$ cat config.mk
export PLATFORM = sky130hd
export DESIGN_NAME = hbi_top
export DESIGN_NICKNAME = d
export VERILOG_FILES = /design/src/rtl/hbi_pkg.sv /design/src/rtl/hbi_sync.sv /design/src/rtl/hbi_ctrl.sv /design/src/rtl/hbi_irq.sv /design/src/rtl/hbi_top.sv
export SDC_FILE = /design/constraint.sdc
export NUM_CORES = 1
export LEC_CHECK = 0
export ABC_AREA = 1
export CORE_ASPECT_RATIO = 0.6
export CORE_MARGIN = 10
export CORE_UTILIZATION = 40
export DETAILED_ROUTE_END_ITERATION = 6
export DONT_BUFFER_PORTS = 1
export SLEW_MARGIN = 20
export SYNTH_ARGS = -nofsm -noshare
export SYNTH_HDL_FRONTEND = slang
export SYNTH_SLANG_ARGS = --single-unit
$ cat constraint.sdc
create_clock -name clk -period 3 [get_ports clk]
set_input_delay 0.3 -clock clk [delete_from_list [all_inputs] [get_ports clk]]
set_output_delay 0.3 -clock clk [all_outputs]
set_load 0.05 [all_outputs]
$ cat src/rtl/hbi_pkg.sv
// Shared types for the host bus slave.
// Assumes: one clock domain for all internal logic.
package hbi_pkg;
    typedef enum logic [2:0] {
        ST_IDLE,
        ST_REG1,
        ST_REG2,
        ST_MEMW,
        ST_ACK,
        ST_REL
    } hbi_state_e;
endpackage

$ cat src/rtl/hbi_sync.sv
// Two-flop synchroniser for a bundle of asynchronous host pins.
// Assumes: multi-bit fields (address) are stable well before the strobe is
// recognised, so per-bit skew between stages is harmless.
module hbi_sync #(
    parameter int          W       = 1,
    parameter logic [W-1:0] RST_VAL = '0
) (
    input  logic         clk,
    input  logic         rst_n,
    input  logic [W-1:0] d_i,
    output logic [W-1:0] q_o
);
    logic [W-1:0] stage1;

    // Two-stage capture of the asynchronous inputs.
    always_ff @(posedge clk) begin
        if (!rst_n) begin
            stage1 <= RST_VAL;
            q_o    <= RST_VAL;
        end else begin
            stage1 <= d_i;
            q_o    <= stage1;
        end
    end
endmodule

$ cat src/rtl/hbi_ctrl.sv
// Access sequencer: decodes synchronised host pins, issues one request pulse
// per access, waits the register latency or memory completion, then holds
// the acknowledge until the host strobe is released.
// Assumes: mode_sep_i is static while out of reset.
module hbi_ctrl #(
    parameter int ADDR_W = 20,
    parameter int DATA_W = 16
) (
    input  logic              clk,
    input  logic              rst_n,
    input  logic              mode_sep_i,
    input  logic              cs_n_s,
    input  logic              wr_rw_s,
    input  logic              rd_ds_n_s,
    input  logic              mem_sel_s,
    input  logic [ADDR_W-1:0] addr_s,
    input  logic [DATA_W-1:0] wdata_i,
    input  logic [DATA_W-1:0] reg_rdata_i,
    input  logic [DATA_W-1:0] mem_rdata_i,
    input  logic              mem_done_i,
    output logic              reg_wr_o,
    output logic              reg_rd_o,
    output logic              mem_req_o,
    output logic              mem_we_o,
    output logic [ADDR_W-1:0] acc_addr_o,
    output logic [DATA_W-1:0] acc_wdata_o,
    output logic [DATA_W-1:0] rdata_o,
    output logic              ack_o,
    output logic              rel_o,
    output logic              busy_o
);
    import hbi_pkg::*;

    hbi_state_e state;
    logic       act_s;
    logic       is_wr_s;

    // Decode a pending access from the synchronised pins for the chosen style.
    always_comb begin
        is_wr_s = !wr_rw_s;
        if (mode_sep_i) begin
            act_s = !cs_n_s && (!wr_rw_s || !rd_ds_n_s);
        end else begin
            act_s = !cs_n_s && !rd_ds_n_s;
        end
    end

    // Access state machine with one-cycle request pulses.
    always_ff @(posedge clk) begin
        if (!rst_n) begin
            state       <= ST_IDLE;
            reg_wr_o    <= 1'b0;
            reg_rd_o    <= 1'b0;
            mem_req_o   <= 1'b0;
            mem_we_o    <= 1'b0;
            acc_addr_o  <= '0;
            acc_wdata_o <= '0;
            rdata_o     <= '0;
        end else begin
            reg_wr_o  <= 1'b0;
            reg_rd_o  <= 1'b0;
            mem_req_o <= 1'b0;
            case (state)
                ST_IDLE: begin
                    if (act_s) begin
                        acc_addr_o  <= addr_s;
                        acc_wdata_o <= wdata_i;
                        mem_we_o    <= is_wr_s;
                        if (mem_sel_s) begin
                            mem_req_o <= 1'b1;
                            state     <= ST_MEMW;
                        end else begin
                            reg_wr_o <= is_wr_s;
                            reg_rd_o <= !is_wr_s;
                            state    <= ST_REG1;
                        end
                    end
                end
                ST_REG1: state <= ST_REG2;
                ST_REG2: begin
                    if (!mem_we_o) rdata_o <= reg_rdata_i;
                    state <= ST_ACK;
                end
                ST_MEMW: begin
                    if (mem_done_i) begin
                        if (!mem_we_o) rdata_o <= mem_rdata_i;
                        state <= ST_ACK;
                    end
                end
                ST_ACK: begin
                    if (!act_s) state <= ST_REL;
                end
                default: state <= ST_IDLE;
            endcase
        end
    end

    // Phase flags consumed by the pad-side logic.
    always_comb begin
        ack_o  = (state == ST_ACK);
        rel_o  = (state == ST_REL);
        busy_o = (state != ST_IDLE);
    end
endmodule

$ cat src/rtl/hbi_irq.sv
// Interrupt combiner: registers the OR of enabled pending sources into the
// enable of the open-drain, active-low interrupt pad.
// Assumes: pending and enable vectors are synchronous to clk.
module hbi_irq #(
    parameter int N = 8
) (
    input  logic         clk,
    input  logic         rst_n,
    input  logic [N-1:0] pend_i,
    input  logic [N-1:0] en_i,
    output logic         irq_oe_o
);
    logic [N-1:0] live;

    // Per-source masking.
    always_comb live = pend_i & en_i;

    // Registered pad enable, released when nothing enabled is pending.
    always_ff @(posedge clk) begin
        if (!rst_n) irq_oe_o <= 1'b0;
        else        irq_oe_o <= |live;
    end
endmodule

$ cat src/rtl/hbi_top.sv
// Dual-mode host bus slave top: synchronises the host pins, sequences the
// access, and forms the ready/acknowledge and data bus enables.
// Assumes: mode_sep_i is a strap, changed only under reset; pads are built
// outside from the value/enable pairs.
module hbi_top #(
    parameter int ADDR_W = 20,
    parameter int DATA_W = 16,
    parameter int IRQ_W  = 8
) (
    input  logic              clk,
    input  logic              rst_n,
    input  logic              mode_sep_i,
    input  logic              cs_n_i,
    input  logic              wr_rw_i,
    input  logic              rd_ds_n_i,
    input  logic              mem_sel_i,
    input  logic [ADDR_W-1:0] addr_i,
    input  logic [DATA_W-1:0] wdata_i,
    output logic [DATA_W-1:0] rdata_o,
    output logic              data_oe_o,
    output logic              rdy_o,
    output logic              rdy_oe_o,
    output logic              irq_oe_o,
    output logic              reg_wr_o,
    output logic              reg_rd_o,
    output logic              mem_req_o,
    output logic              mem_we_o,
    output logic [ADDR_W-1:0] acc_addr_o,
    output logic [DATA_W-1:0] acc_wdata_o,
    input  logic [DATA_W-1:0] reg_rdata_i,
    input  logic [DATA_W-1:0] mem_rdata_i,
    input  logic              mem_done_i,
    input  logic [IRQ_W-1:0]  irq_pend_i,
    input  logic [IRQ_W-1:0]  irq_en_i
);
    localparam int          SYNC_W   = ADDR_W + 4;
    localparam logic [SYNC_W-1:0] SYNC_RST = {3'b111, {(ADDR_W + 1){1'b0}}};

    logic [SYNC_W-1:0] pins_raw;
    logic [SYNC_W-1:0] pins_s;
    logic              ack, rel, busy;
    logic              raw_act, raw_rd;

    // Bundle the host pins for synchronisation.
    always_comb pins_raw = {cs_n_i, wr_rw_i, rd_ds_n_i, mem_sel_i, addr_i};

    hbi_sync #(.W(SYNC_W), .RST_VAL(SYNC_RST)) u_sync (
        .clk   (clk),
        .rst_n (rst_n),
        .d_i   (pins_raw),
        .q_o   (pins_s)
    );

    hbi_ctrl #(.ADDR_W(ADDR_W), .DATA_W(DATA_W)) u_ctrl (
        .clk         (clk),
        .rst_n       (rst_n),
        .mode_sep_i  (mode_sep_i),
        .cs_n_s      (pins_s[SYNC_W-1]),
        .wr_rw_s     (pins_s[SYNC_W-2]),
        .rd_ds_n_s   (pins_s[SYNC_W-3]),
        .mem_sel_s   (pins_s[SYNC_W-4]),
        .addr_s      (pins_s[ADDR_W-1:0]),
        .wdata_i     (wdata_i),
        .reg_rdata_i (reg_rdata_i),
        .mem_rdata_i (mem_rdata_i),
        .mem_done_i  (mem_done_i),
        .reg_wr_o    (reg_wr_o),
        .reg_rd_o    (reg_rd_o),
        .mem_req_o   (mem_req_o),
        .mem_we_o    (mem_we_o),
        .acc_addr_o  (acc_addr_o),
        .acc_wdata_o (acc_wdata_o),
        .rdata_o     (rdata_o),
        .ack_o       (ack),
        .rel_o       (rel),
        .busy_o      (busy)
    );

    hbi_irq #(.N(IRQ_W)) u_irq (
        .clk      (clk),
        .rst_n    (rst_n),
        .pend_i   (irq_pend_i),
        .en_i     (irq_en_i),
        .irq_oe_o (irq_oe_o)
    );

    // Unsynchronised pin decode so enables drop in the cycle the host lets go.
    always_comb begin
        raw_act = !cs_n_i && (mode_sep_i ? (!wr_rw_i || !rd_ds_n_i) : !rd_ds_n_i);
        raw_rd  = !cs_n_i && !rd_ds_n_i && wr_rw_i;
    end

    // Data bus enable: read in progress with the host still strobing.
    always_comb data_oe_o = raw_rd && busy;

    // Ready (driven) or acknowledge (pseudo open drain) per strap.
    always_comb begin
        if (mode_sep_i) begin
            rdy_oe_o = !cs_n_i;
            rdy_o    = ack || !raw_act;
        end else begin
            rdy_oe_o = ack || rel;
            rdy_o    = rel;
        end
    end
endmodule

# == After elaboration in Yosys (flattened, before gate mapping) ==
# Index checks and enable logic that the tools add are counted.
# word_totals
inputBits,92
ff_bits,108
output_inout_bits,60
# classes
bitwise,4
muxes,14
n_eq_ne,10
reduce_logical,26
# ops
operator,count
16-bit two-way mux,3
16-bit one-hot mux with 2 select lines,1
3-bit one-hot mux with 5 select lines,1
3-bit two-way mux,3
8-bit AND,1
2-bit inequality test (second input constant),4
8-bit OR reduction,1
1-bit logical NOT,7
3-bit by 2-bit equality test with 1-bit output (second input constant),2
3-bit equality test (second input constant),2
1-bit logical AND,6
3-bit AND reduction,2
1-bit two-way mux,5
1-bit logical OR,4
4-bit AND reduction,1
4-bit OR reduction,1
3-bit by 1-bit equality test with 1-bit output (second input constant),1
3-bit logical NOT,1
1-bit inverter,3
3-bit nonzero test,1
2-bit two-way mux,1
2-bit by 1-bit inequality test with 1-bit output (second input constant),1
2-bit AND reduction,1
2-bit nonzero test,1

# == Depth between registers and ports, before layout ==
# logic_depth
ltp_word,7
ltp_mapped,10

# == Modules after synthesis ==
# From an unflattened synthesis, not the netlist that was laid out.
# hier_totals
hier_cells,509
hier_area_um2,3952.5
# modules_own_cells
mod,cells_each,instances,area_per_inst_um2
hbi_ctrl,330,1,2451.1
hbi_sync,149,1,1361.3
hbi_irq,17,1,81.3
hbi_top,13,1,58.8

# == Least setup slack after synthesis ==
# No wires, ideal clock.
# synth_timing
kind,flip-flop to output port
startpoint,reg u_ctrl.state[2]
endpoint,out data_oe_o
arrival_time_ns,2.045
n_path_buf,1
stages_incl_launch_ff,6
path_slack_ns,0.655
cell_sequence,dfxtp_1 > buf_6 > inv_2 > nand2_2 > inv_2 > nor4_1
# synth_between
elab_chain_len,2
# synth_lines
element,line,source
"start, declared",hbi_ctrl.sv:34,hbi_state_e state;
"start signal, assigned",hbi_ctrl.sv:51,state <= ST_IDLE;
"start signal, assigned",hbi_ctrl.sv:71,state <= ST_MEMW;
"start signal, assigned",hbi_ctrl.sv:75,state <= ST_REG1;
3-bit nonzero test,hbi_ctrl.sv:102,busy_o = (state != ST_IDLE);
1-bit logical AND,hbi_top.sv:94,always_comb data_oe_o = raw_rd && busy;
"end, declared",hbi_top.sv:20,"output logic data_oe_o,"
# No other way between the ends.

# == Worst setup path in the final report ==
# layout_timing
startpoint,reg u_ctrl.state[2]
endpoint,reg u_ctrl.reg_rd_o
# layout_between
elab_chain_len,3
# layout_lines
element,line,source
3-bit logical NOT,hbi_ctrl.sv:63,case (state)
1-bit inverter (no source line),-,
4-bit OR reduction (no source line),-,
"end signal, assigned",hbi_ctrl.sv:74,reg_rd_o <= !is_wr_s;
"end, declared",hbi_ctrl.sv:22,"output logic reg_rd_o,"
# No other way between the ends.
# A chain may end at the register's enable or synchronous reset.

==> run metrics <==
Max Fclk=0.471 GHz; CP Capture Type=flop; Yosys reg bits=108; CTS Buf Count=9; first-pass GRT wire length=about 14 mm; largest area contributor in the netlist=dfxtp_1; I/O pin count=~150; clk sinks=108; hold crit path type=in2reg; die height=97.6 µm; Placed Instances=639; number of iterations in the first detailed-routing pass=4; Rows=28; Total GRT Usage=11.8%; wirelength, routed=between 8 and 9 mm; CP max FO=39; Final min period=approximately 2.1 ns; register area share after synthesis=53.8%; worst path buffer plus inverter count=3; non-filler cells in the finished layout=~660; CP startpoint kind=flop; DR vias=2896; Reg clk slew, reported paths=0.07 ns; Cell variety after synth=27; final setup TNS=0 ns; top-area cell type share of the netlist area=53.8%; Worst EP arrival=about 2.4 ns; number of global-route vias before repair=2778; Final Hold Viols=0; Worst path slowest cell=inv_2; PD cells=766 nW/µm²; WL/cell=13.4 µm; Die ar.=approximately 15000 µm²; Layout area overhead=7.73%; n_diodes=0; syn nets=619; antenna-violating nets left=0; max-cap violations=0; share of cells above drive strength 1=8.65%; drt drc=0; largest net degree at the start of global routing=roughly 100; Hold Buf Count CTS=0; drt initial violations=141; final setup vio count=0; Synth Cell Area=4020 µm²; average size of a mapped cell=7.62 µm²; Final nets=607; CP delay by family, top=buffers and inverters; Skew-Pair Late Insertion Delay=between 0.3 and 0.4 ns; main area contributors after synthesis=dfxtp_1 54%, nand2_1 13%, nor2_1 9.4%, inv_1 6.5%, o21ai_0 4.1%; critical path, cell by cell=inv_2 > nand2_2 > inv_2 > nand3_4 > inv_2 > nand3_1 > nor2_1; Final period util=70.7%; Vias per Instance=4.42; Finished Cell Area=4330 µm²; kind of critical path=reg2reg; CTS max path bufs=2; RSZ-0062 raised after global routing=false; Synth Warn #=0; Core Area=9810 µm²; Worst Skew=0.00874 ns; Starting Density=between 40% and 50%; H-tree lvl count=3; relative slew slack=between 30% and 40%; FF-to-FF setup slack=about 0.9 ns; Least-Margin Pin Slew=between 0.9 and 1 ns; P_leak=2.19 nW; Peak VDD IR=0.278 mV; Storage cell area=2160 µm²; Port Buf Inserts=0; Worst Path Required=3.27 ns; Most common cell on crit path=inv_2; Die X=between 100 and 150 µm; Post CTS Setup Buffer Count=0; post-layout util=between 40% and 50%; root buffer cell=clkbuf_16; CTS tree=yes; GRT overflow=0; Worst path max stage delay=0.71 ns; HPWL reported at the end of detailed placement=approximately 6.4 mm; fill count=between 1000 and 1500; Area after DPL=4020 µm²; outcome=finished clean; max-slew violation count=0; initial antenna violation count=0; Multi-input gate area=1390 µm²; routability-driven placement congestion ratio=~0.83; post-CTS sizing=0; Syn Inst Count=527
Yosys cell counts:
cell / number
a22o_1: 2
buf_1: 1
clkbuf_1: 11
a21oi_1: 4
nor4_1: 1
buf_6: 10
buf_4: 1
inv_2: 4
nor2_2: 11
or2_2: 4
o21ai_1: 8
o21ai_0: 33
o211ai_1: 1
nor2_4: 1
inv_1: 70
nand2_2: 2
dfxtp_1: 108
buf_2: 1
nor3_1: 2
nand3_1: 5
nor2_8: 1
nand3b_4: 1
nand2_1: 141
nand2_4: 1
buf_12: 1
nand3_4: 1
nor2_1: 101
metrics by stage:
step / setup slack [ns] / hold slack [ns] / power [mW]
final: 0.878 / 0.0631 / 3.31
after CTS: 0.803 / 0.0393 / 3.36
after global placement: 0.916 / 0.389 / 2.16
after floorplan: 0.655 / 0.390 / 2.14
after detailed placement: 0.821 / 0.391 / 2.17
after global routing: 0.561 / 0.0436 / 3.50
final cells by class:
cell class | instances | share of cell area (%)
Sequential cell | 108 | 50.0
Multi-Input combinational cell | 320 | 32.2
Inverter | 74 | 6.42
Clock buffer | 10 | 5.52
Tap cell | 135 | 3.90
Clock inverter | 6 | 1.65
Timing Repair Buffer | 2 | 0.347
layout by cell type (no fill, tap or decap), types with 2 or more instances in the layout:
cell type / netlist / layout
nand2_2: 2 / 2
nor2_2: 11 / 11
or2_2: 4 / 4
o21ai_1: 8 / 10
clkinv_4: 0 / 2
nor3_1: 2 / 2
a22o_1: 2 / 2
buf_4: 1 / 2
clkbuf_16: 0 / 9
nand2_1: 141 / 141
inv_2: 4 / 4
nand3_1: 5 / 5
a21oi_1: 4 / 4
inv_1: 70 / 70
dfxtp_1: 108 / 108
clkinvlp_4: 0 / 2
o21ai_0: 33 / 31
nor2_1: 101 / 101
final timing paths:
path	startpoint	endpoint	cells after the start
worst min register to register	u_sync.q_o[22]$_SDFF_PN1_	u_ctrl.reg_wr_o$_SDFF_PP0_	1
worst max register to register	u_ctrl.state[2]$_SDFFE_PN0P_	u_ctrl.reg_rd_o$_SDFF_PP0_	7
worst min-delay path	addr_i[3]	u_sync.stage1[3]$_SDFF_PN0_	2
worst max-delay path	u_ctrl.state[2]$_SDFFE_PN0P_	u_ctrl.reg_rd_o$_SDFF_PP0_	7
sequential cells by signal, summed over array words and instances, names as in the netlist:
signal / flops
u_ctrl.acc_addr_o: 20
u_ctrl.acc_wdata_o: 16
u_ctrl.reg_rd_o: 1
u_ctrl.rdata_o: 16
u_irq.irq_oe_o: 1
u_ctrl.reg_wr_o: 1
u_sync.stage1: 24
u_ctrl.state: 3
u_ctrl.mem_we_o: 1
u_sync.q_o: 24
u_ctrl.mem_req_o: 1
logic make-up after synthesis:
group / after synthesis / share of synthesized area, %
flops: 108 / 53.8
compound gates: 48 / 6.23
simple gates: 272 / 28.3
buf+inv: 99 / 11.7
layer usage:
metal  track usage [%]  routed length, µm  up-vias
met5                 0                  0        -
met4              3.23                 49        0
met3              6.37                922        5
met2              18.5               3950       96
met1              13.6               3840     1259
li1                  -                  -     1536
power breakdown:
part	internal (mW)	switching [mW]	leakage, nW	total, mW
clock network	0.676	0.509	0.145	1.18
logic	0.131	0.235	1.16	0.367
registers	1.53	0.237	0.882	1.76
No activity file was read; power rests on OpenSTA's default activity.
